===== src/rtl/brw_pkg.sv =====
package brw_pkg;
  localparam int ADDR_W  = 32;
  localparam int DATA_W  = 32;
  localparam int BASE_W  = 12;
  localparam int SZ_W    = 3;
  localparam int PAGE_LG = ADDR_W - BASE_W;                // 1 MB granule
  localparam int OFS_W   = PAGE_LG + (1 << SZ_W) - 1;      // largest window
  localparam logic [BASE_W-1:0] BASE_RST = 12'hFF4;

  // field positions, LSB-0 numbering
  localparam int F_BASE_LO = DATA_W - BASE_W;
  localparam int F_WIDE    = F_BASE_LO - 1;
  localparam int F_SZ_LO   = F_WIDE - SZ_W;
  localparam int F_ALIAS   = 10;
  localparam int F_EN      = 9;
  localparam int F_WE      = 8;

  typedef struct packed {
    logic [BASE_W-1:0] base;
    logic [SZ_W-1:0]   szcode;
    logic              wide;
    logic              vec_alias;
    logic              win_en;
    logic              wr_en;
  } win_cfg_t;

  function automatic logic [DATA_W-1:0] pack_word(input win_cfg_t c);
    logic [DATA_W-1:0] w;
    w = '0;
    w[DATA_W-1:F_BASE_LO]      = c.base;
    w[F_WIDE]                  = c.wide;
    w[F_SZ_LO+SZ_W-1:F_SZ_LO]  = c.szcode;
    w[F_ALIAS]                 = c.vec_alias;
    w[F_EN]                    = c.win_en;
    w[F_WE]                    = c.wr_en;
    return w;
  endfunction
endpackage


===== src/rtl/brw_cfg_regs.sv =====
module brw_cfg_regs
  import brw_pkg::*;
#(
  parameter logic [ADDR_W-1:0] REG_ADDR = 32'hFEF80058
) (
  input  logic              clk,
  input  logic              por_n,
  input  logic              lbrst_n,
  input  logic              strap_wide_n,
  input  logic              strap_alias,
  input  logic              cfg_wr,
  input  logic              cfg_rd,
  input  logic [ADDR_W-1:0] cfg_addr,
  input  logic [DATA_W-1:0] cfg_wdata,
  output logic [DATA_W-1:0] cfg_rdata,
  output logic              cfg_rvalid,
  output win_cfg_t          cfg
);
  logic     hit;
  win_cfg_t cfg_q;

  assign hit = (cfg_addr == REG_ADDR);
  assign cfg = cfg_q;

  always_ff @(posedge clk) begin
    if (!por_n) begin
      cfg_q.base      <= BASE_RST;
      cfg_q.szcode    <= '0;
      cfg_q.win_en    <= 1'b0;
      cfg_q.wr_en     <= 1'b0;
      cfg_q.wide      <= ~strap_wide_n;
      cfg_q.vec_alias <= strap_alias;
    end else if (!lbrst_n) begin
      cfg_q.base   <= BASE_RST;
      cfg_q.szcode <= '0;
      cfg_q.win_en <= 1'b0;
      cfg_q.wr_en  <= 1'b0;
    end else if (cfg_wr && hit) begin
      cfg_q.base      <= cfg_wdata[DATA_W-1:F_BASE_LO];
      cfg_q.szcode    <= cfg_wdata[F_SZ_LO+SZ_W-1:F_SZ_LO];
      cfg_q.vec_alias <= cfg_wdata[F_ALIAS];
      cfg_q.win_en    <= cfg_wdata[F_EN];
      cfg_q.wr_en     <= cfg_wdata[F_WE];
    end
  end

  always_ff @(posedge clk) begin
    if (!por_n || !lbrst_n) begin
      cfg_rvalid <= 1'b0;
      cfg_rdata  <= '0;
    end else begin
      cfg_rvalid <= cfg_rd && hit;
      if (cfg_rd && hit) cfg_rdata <= pack_word(cfg_q);
    end
  end


  ro_zero_chk: assert property (@(posedge clk) disable iff (!por_n || !lbrst_n)
    cfg_rvalid |-> (cfg_rdata[F_ALIAS+5:F_ALIAS+1] == '0 && cfg_rdata[F_WE-1:0] == '0));


  wide_hold_chk: assert property (@(posedge clk) disable iff (!por_n)
    (cfg_wr || !lbrst_n) |=> $stable(cfg_q.wide));


  rd_latency_chk: assert property (@(posedge clk) disable iff (!por_n || !lbrst_n)
    cfg_rvalid |-> $past(cfg_rd));
endmodule


===== src/rtl/brw_window_match.sv =====
module brw_window_match
  import brw_pkg::*;
(
  input  win_cfg_t          cfg,
  input  logic              bus_valid,
  input  logic              bus_write,
  input  logic [ADDR_W-1:0] bus_addr,
  output logic              rom_cs,
  output logic              rom_we,
  output logic [OFS_W-1:0]  rom_offset
);
  logic [BASE_W-1:0] keep;
  logic [BASE_W-1:0] diff;
  logic [OFS_W-1:0]  span;
  logic              page_hit;
  logic              vec_hit;

  for (genvar g = 0; g < BASE_W; g++) begin : g_cmp
    assign keep[g] = (g >= int'(cfg.szcode));
    assign diff[g] = keep[g] & (bus_addr[PAGE_LG+g] ^ cfg.base[g]);
  end

  for (genvar g = 0; g < OFS_W; g++) begin : g_span
    assign span[g] = (g < PAGE_LG + int'(cfg.szcode));
  end

  assign page_hit = (diff == '0);
  assign vec_hit  = cfg.vec_alias && (bus_addr[ADDR_W-1:PAGE_LG] == '1);

  assign rom_cs     = bus_valid && cfg.win_en && (page_hit || vec_hit);
  assign rom_we     = rom_cs && bus_write && cfg.wr_en;
  assign rom_offset = vec_hit ? OFS_W'(bus_addr[PAGE_LG-1:0])
                              : (bus_addr[OFS_W-1:0] & span);
endmodule


===== src/rtl/boot_rom_window.sv =====
module boot_rom_window
  import brw_pkg::*;
#(
  parameter logic [31:0] REG_ADDR = 32'hFEF80058
) (
  input  logic        clk,
  input  logic        por_n,
  input  logic        lbrst_n,
  input  logic        strap_wide_n,
  input  logic        strap_alias,
  input  logic        cfg_wr,
  input  logic        cfg_rd,
  input  logic [31:0] cfg_addr,
  input  logic [31:0] cfg_wdata,
  output logic [31:0] cfg_rdata,
  output logic        cfg_rvalid,
  input  logic        bus_valid,
  input  logic        bus_write,
  input  logic [31:0] bus_addr,
  output logic        rom_cs,
  output logic        rom_we,
  output logic [26:0] rom_offset
);
  win_cfg_t cfg;

  brw_cfg_regs #(.REG_ADDR(REG_ADDR)) u_regs (
    .clk         (clk),
    .por_n       (por_n),
    .lbrst_n     (lbrst_n),
    .strap_wide_n(strap_wide_n),
    .strap_alias (strap_alias),
    .cfg_wr      (cfg_wr),
    .cfg_rd      (cfg_rd),
    .cfg_addr    (cfg_addr),
    .cfg_wdata   (cfg_wdata),
    .cfg_rdata   (cfg_rdata),
    .cfg_rvalid  (cfg_rvalid),
    .cfg         (cfg)
  );

  brw_window_match u_match (
    .cfg       (cfg),
    .bus_valid (bus_valid),
    .bus_write (bus_write),
    .bus_addr  (bus_addr),
    .rom_cs    (rom_cs),
    .rom_we    (rom_we),
    .rom_offset(rom_offset)
  );


  wr_strobe_chk: assert property (@(posedge clk) disable iff (!por_n || !lbrst_n)
    rom_we |-> (rom_cs && bus_write && cfg.wr_en));


  cs_gate_chk: assert property (@(posedge clk) disable iff (!por_n || !lbrst_n)
    rom_cs |-> (bus_valid && cfg.win_en));


  alias_map_chk: assert property (@(posedge clk) disable iff (!por_n || !lbrst_n)
    (bus_valid && cfg.vec_alias && cfg.win_en && bus_addr[31:20] == 12'hFFF)
      |-> (rom_cs && rom_offset[26:20] == '0 && rom_offset[19:0] == bus_addr[19:0]));
endmodule


===== config.mk =====
export PLATFORM = sky130hd
export DESIGN_NAME = boot_rom_window
export DESIGN_NICKNAME = d
export VERILOG_FILES = /design/src/rtl/brw_pkg.sv /design/src/rtl/brw_cfg_regs.sv /design/src/rtl/brw_window_match.sv /design/src/rtl/boot_rom_window.sv
export SDC_FILE = /design/constraint.sdc
export NUM_CORES = 1
export LEC_CHECK = 0
export ABC_AREA = 1
export BUFFER_PORTS_ARGS = -buffer_cell sky130_fd_sc_hd__buf_2
export CAP_MARGIN = 30
export CORE_ASPECT_RATIO = 0.9
export CORE_MARGIN = 3
export CORE_UTILIZATION = 40
export CTS_CLUSTER_SIZE = 14
export DETAILED_ROUTE_END_ITERATION = 6
export PLACE_DENSITY = 0.75
export REMOVE_ABC_BUFFERS = 1
export SYNTH_ARGS = -nofsm -noshare
export SYNTH_HDL_FRONTEND = slang
export SYNTH_HIERARCHICAL = 1
export SYNTH_SLANG_ARGS = --single-unit

===== constraint.sdc =====
create_clock -name clk -period 1.3 [get_ports clk]
set_input_delay 0.13 -clock clk [delete_from_list [all_inputs] [get_ports clk]]
set_output_delay 0.13 -clock clk [all_outputs]
set_load 0.1 [all_outputs]

[Yosys cells after proc, flatten, opt, wreduce, memory -nomap -nowiden]
Index checks and enable logic that the tools add are counted.
Storage, ports and cells
  flip-flop bits (word level): 39
  bits in latches: 0
  RAM bits: 0
  ROM bits: 0
  logic and storage cells: 87
  memories: 0
Cells by class
  add/subtract/negate cells: 1
  multipliers: 0
  divide/modulo/power cells: 0
  magnitude comparators: 34
  eq/ne operators: 4
  shift-type cells: 0
  mux-type cells: 5
  bitwise operators: 21
  reduce and logical (&&, ||, !) cells: 14
Operator list (count)
  6-bit by 32-bit less-than comparator with 1-bit output, first input constant: 11
  5-bit by 32-bit less-than comparator with 1-bit output, first input constant: 8
  4-bit by 32-bit less-than comparator with 1-bit output, first input constant: 4
  3-bit by 32-bit less-than comparator with 1-bit output, first input constant: 2
  32-bit == test, second input constant: 1
  1-bit by 32-bit less-than comparator with 1-bit output, first input constant: 1
  2-bit by 32-bit less-than comparator with 1-bit output, first input constant: 1
  27-bit bitwise AND: 1
  27-bit two-way mux: 1
  12-bit == test, second input constant: 1
  12-bit zero test: 1
  1-bit bitwise XOR: 12
  3-bit greater-or-equal comparator, first input constant: 3
  1-bit bitwise AND: 7
  1-bit logical AND: 7
  5-bit by 3-bit adder with 6-bit output, first input constant: 1
  1-bit by 3-bit greater-or-equal comparator with 1-bit output, first input constant: 2
  2-bit by 3-bit greater-or-equal comparator with 1-bit output, first input constant: 2
  3-bit two-way mux: 2
  2-bit by 1-bit != test with 1-bit output, second input constant: 2
  2-bit AND reduction: 2
  1-bit zero test: 2
  1-bit logical OR: 2
  2-bit two-way mux: 1
  2 further kinds: 2

[Longest topological paths before layout]
  depth after elaboration: 7
  mapped depth: 10
  gate-level depth less buffers: 10

[Cells and area by module]
Netlist, hierarchy kept.
Modules (own cells, without submodules)
  brw_cfg_regs: instances 1, cells each 359, area each 2248.4 um^2, sequential area each 800.8 um^2
  brw_window_match: instances 1, cells each 104, area each 518.0 um^2, sequential area each 0.0 um^2

[Worst setup path before layout]
Ideal clock, no wire load.
  kind: register to output
  start point: reg u_regs.cfg_q (netlist bit u_regs/cfg[2])
  end point: out rom_offset[20]
  arrival time: 2.854 ns
  path slack: -1.684 ns
  stages on the path, launching flop included: 6
  buffers on the path: 0
  cell sequence: edfxtp_1 nand2_1 inv_1 nand4_1 inv_1 nor3b_1
Between the ends
  longest elaborated chain between the ends: 2
RTL lines
  start: declaration: line brw_cfg_regs.sv:20  | win_cfg_t cfg_q;
  1-bit logical AND: line brw_window_match.sv:28  | assign vec_hit = cfg.vec_alias && (bus_addr[ADDR_W-1:PAGE_LG] == '1);
  27-bit two-way mux: line brw_window_match.sv:32  | assign rom_offset = vec_hit ? OFS_W'(bus_addr[PAGE_LG-1:0])
  end: declaration: line boot_rom_window.sv:22  | output logic [26:0] rom_offset
No other way between the ends.

[Worst setup path after layout]
  start point: reg u_regs.cfg_q (netlist bit u_regs/cfg[6])
  end point: out rom_we
Between the ends
  longest elaborated chain between the ends: 7
  elaborated cells between the ends (all ways): 19
  classes of those cells: order compare: 7; bitwise: 7; reduce/logical: 5
RTL lines
  1-bit by 3-bit greater-or-equal comparator with 1-bit output, or another cell as far along: line brw_window_match.sv:19  | assign keep[g] = (g >= int'(cfg.szcode));
  1-bit bitwise AND: line brw_window_match.sv:20  | assign diff[g] = keep[g] & (bus_addr[PAGE_LG+g] ^ cfg.base[g]);
  12-bit zero test *: line brw_window_match.sv:27  | assign page_hit = (diff == '0);
  1-bit logical OR *: line brw_window_match.sv:30  | assign rom_cs = bus_valid && cfg.win_en && (page_hit || vec_hit);
  1-bit logical AND *: line brw_window_match.sv:30
  1-bit logical AND * (2 in series): line brw_window_match.sv:31  | assign rom_we = rom_cs && bus_write && cfg.wr_en;
  end: declaration: line boot_rom_window.sv:21  | output logic rom_we,
Every way passes the cells marked *; elsewhere a longest branch is shown, timed or not.

==> flow_metrics.tcl <==
set metrics [dict create \
    status "finished with violations" \
    violations_in_the_final_reports "negative setup slack" \
    dp_slack_ns -0.194 \
    asyncSetResetFlopFracSynth_pct 0 \
    clock-skew-final_ns 0.00846 \
    final_critical_path_setup_slack_ns -0.435 \
    p_int_w 0.00171 \
    finalSetupViolations 9 \
    number_of_nets_at_the_end_of_the_flow 673 \
    slew_viol_final 0 \
    pin_count 167 \
    synth.yosys.seq_area_share_pct 28.9 \
    final-hold-violation-count 0 \
    clkLatencyLatePin_ns 0.30 \
    worstPathArrival_ns 1.61 \
    finalCriticalPeriod_ns 1.74 \
    dominant_register_cell_in_the_synthesized_netlist "sky130_fd_sc_hd__dfxtp_1" \
    postRouteAntennaNets 0 \
    grt_start_max_net_pins 37 \
    synth_area_um2 2770 \
    drt-wirelength-per-cell_um 12.6 \
    critical_path.endpoint_type "output port" \
    layout.cells.most_common "sky130_fd_sc_hd__nand2_1" \
    p_leak_nw 2.04 \
    hold_path.class "in2reg" \
    initial_utilization_pct 41.6 \
    area_occupied_by_multi_input_gates_um2 1330 \
    drt_wl_total_um 8330 \
    edff_count_synth 2 \
    cts_hold_buf 0 \
    num_vias 2997 \
    power.sequential.fraction_pct 48.8 \
    detailedPlacementHpwl_um 6480 \
    vdd.ir_drop.worst_uv 512 \
    final_layout_size_suffix_gt1_share_pct 30.9 \
    grt_pass1_wl_um 13400 \
    cts.root.buffer_cell "sky130_fd_sc_hd__clkbuf_8" \
    cts.sink_count 39 \
    drt_pre_antenna_iters 4 \
    number_of_distinct_library_cells_after_synthesis 25 \
    die_y_um 84.9 \
    drc 0 \
    worst_setup_path_start_kind "flop" \
    sw_ratio_pct 30.9 \
    stdcell_count 659 \
    global_route_usage_sum_pct 21.5 \
    fmax_ghz 0.576 \
    netlist_instances 463 \
    dp_cells 646 \
    cts-buffers-inserted 5 \
    unrepaired_setup_endpoints_after_global_routing "yes" \
    num_rows 28 \
    pd_cells_nw_per_um2 667 \
    max-cap-violations 0 \
    clk_pin_slew_worst_paths_ns 0.08 \
    die-width_um 93.7 \
    antenna_found_initial 0 \
    synth.avg_cell_area_um2 5.97 \
    critPathMaxFanout 6 \
    final_cell_mix "sky130_fd_sc_hd__nand2_1, sky130_fd_sc_hd__inv_1, sky130_fd_sc_hd__buf_2" \
    drt_iter0_drc 172 \
    final.hold.worst_slack_ns 0.0570 \
    setup.worst_path.class "reg2out" \
    yosysWarnings 6 \
    layout-area-overhead-vs-synth_pct 33.8 \
    core-area_um2 6660 \
    number_of_global_route_vias_before_repair 2864 \
    max-clock-path-buffers 2 \
    total_power_w 0.00247 \
    cp_data_required_time_ns 1.17 \
    final-seq-area_um2 813 \
    total_switching_power_w 0.000763 \
    clock_power_share_pct 32.5 \
    cts_max_level 2 \
    diodes 0 \
    overflow 0 \
    die_area_um2 7950 \
    gp_congestion 0.899 \
    ys_ff_latch 39 \
    share_comb_of_total_power_pct 18.7 \
    io_buffer_count 99 \
    final_min_period_over_clock_period_pct 133 \
    filler_cell_count 640 \
    avgViaCountPerCell 4.55 \
    clock_tree_from_tritoncts "done" \
]
repair_timing:
action / 4_1_cts / 5_1_grt
resized for setup: 21 / 8
pin swaps: 2 / 4
setup endpoints to repair: 9 / 9
setup buffers: 4 / 1
path summary, 6_finish.rpt:
kind	startpoint	end	slack [ns]	depth (start not counted)
hold reg to reg	u_regs/cfg_rdata[20]$_SDFFE_PN0P_	u_regs/cfg_rdata[20]$_SDFFE_PN0P_	0.51	4
setup / recovery	u_regs/cfg[6]$_SDFFE_PN0P_	rom_we	-0.44	11
hold / removal	strap_wide_n	u_regs/cfg[3]$_DFFE_PN_	0.06	2
setup reg to reg	u_regs/cfg[15]$_SDFFE_PN1P_	u_regs/cfg_rdata[28]$_SDFFE_PN0P_	0.49	5
metal layers:
| metal | up-vias | wire length (um) | global-route usage [%] |
|---|---|---|---|
| met2 | 140 | 3740 | 32.9 |
| met3 | 7 | 945 | 8.60 |
| met1 | 1306 | 3540 | 27.8 |
| met5 | - | 45 | 5.13 |
| li1 | 1542 | - | - |
| met4 | 2 | 55 | 5.64 |
kinds of logic (layout without fill, tap and decap cells):
kind of cell / Yosys count / count (layout) / share of synthesized area, %
buffers and inverters: 158 / 252 / 27.0
AND/OR/NAND/NOR: 256 / 256 / 41.6
AO/OA/AOI/OAI: 4 / 4 / 0.723
flip-flops: 39 / 39 / 28.9
XOR/XNOR: 5 / 5 / 1.58
other: 1 / 13 / 0.136
registers in the layout, summed over array words and instances, names as in the netlist:
register,flops
u_regs/cfg_rvalid,1
u_regs/cfg,19
u_regs/cfg_rdata,19
cell type report:
type / count / share of cell area (%)
timing repair buffer: 135 / 25.7
clock buffer: 6 / 1.96
multi-input combinational: 278 / 36.0
clock inverter: 2 / 0.203
tap: 90 / 3.04
sequential: 39 / 22.0
inverter: 109 / 11.1
cell usage after synthesis, types with 2 or more instances:
library cell,count,area (um^2)
sky130_fd_sc_hd__o21ai_0,2,10.0
sky130_fd_sc_hd__clkbuf_1,6,22.5
sky130_fd_sc_hd__inv_1,106,398
sky130_fd_sc_hd__nand2_2,6,37.5
sky130_fd_sc_hd__xnor2_1,5,43.8
sky130_fd_sc_hd__nor3_1,4,20.0
sky130_fd_sc_hd__buf_4,33,248
sky130_fd_sc_hd__nor2_2,6,37.5
sky130_fd_sc_hd__nor3b_1,2,15.0
sky130_fd_sc_hd__edfxtp_1,2,60.1
sky130_fd_sc_hd__nand3_1,15,75.1
sky130_fd_sc_hd__dfxtp_1,37,741
sky130_fd_sc_hd__buf_6,3,33.8
sky130_fd_sc_hd__nand2_1,122,458
sky130_fd_sc_hd__nand4_1,40,250
sky130_fd_sc_hd__nor2_1,58,218
sky130_fd_sc_hd__buf_2,7,35.0
sky130_fd_sc_hd__inv_2,2,7.51
critical path, cell delays in order, from the launching register on:
cell	delay, ns
sky130_fd_sc_hd__dfxtp_4	0.39
sky130_fd_sc_hd__inv_4	0.05
sky130_fd_sc_hd__nand2_4	0.08
sky130_fd_sc_hd__nor2_1	0.04
sky130_fd_sc_hd__nand2_1	0.05
sky130_fd_sc_hd__nand2_1	0.06
sky130_fd_sc_hd__nor2_2	0.08
sky130_fd_sc_hd__nand3_1	0.10
sky130_fd_sc_hd__nand2_2	0.11
sky130_fd_sc_hd__nand2_4	0.07
sky130_fd_sc_hd__nor2_4	0.10
sky130_fd_sc_hd__buf_12	0.18
through the flow:
stage | setup TNS (ns) | area, um^2 | utilization [%]
after CTS | -3.35 | 3670 | 55.1
after floorplan | -16.34 | 2470 | -
after detailed placement | -1.22 | 3500 | 52.6
final | -3.38 | 3700 | 55.6
after global placement | -0.969 | 3500 | 52.6
after global routing | -4.02 | 3700 | 55.6
power by group through the flow:
stage	registers, W	clock network (W)	logic, W
final	0.00120	0.000802	0.000462
after detailed placement	0.00124	0	0.000456
after floorplan	0.00124	0	0.000274
after global routing	0.00120	0.000868	0.000503
after CTS	0.00121	0.000813	0.000458
after global placement	0.00124	0	0.000446
(Power assumes the default switching activity.)
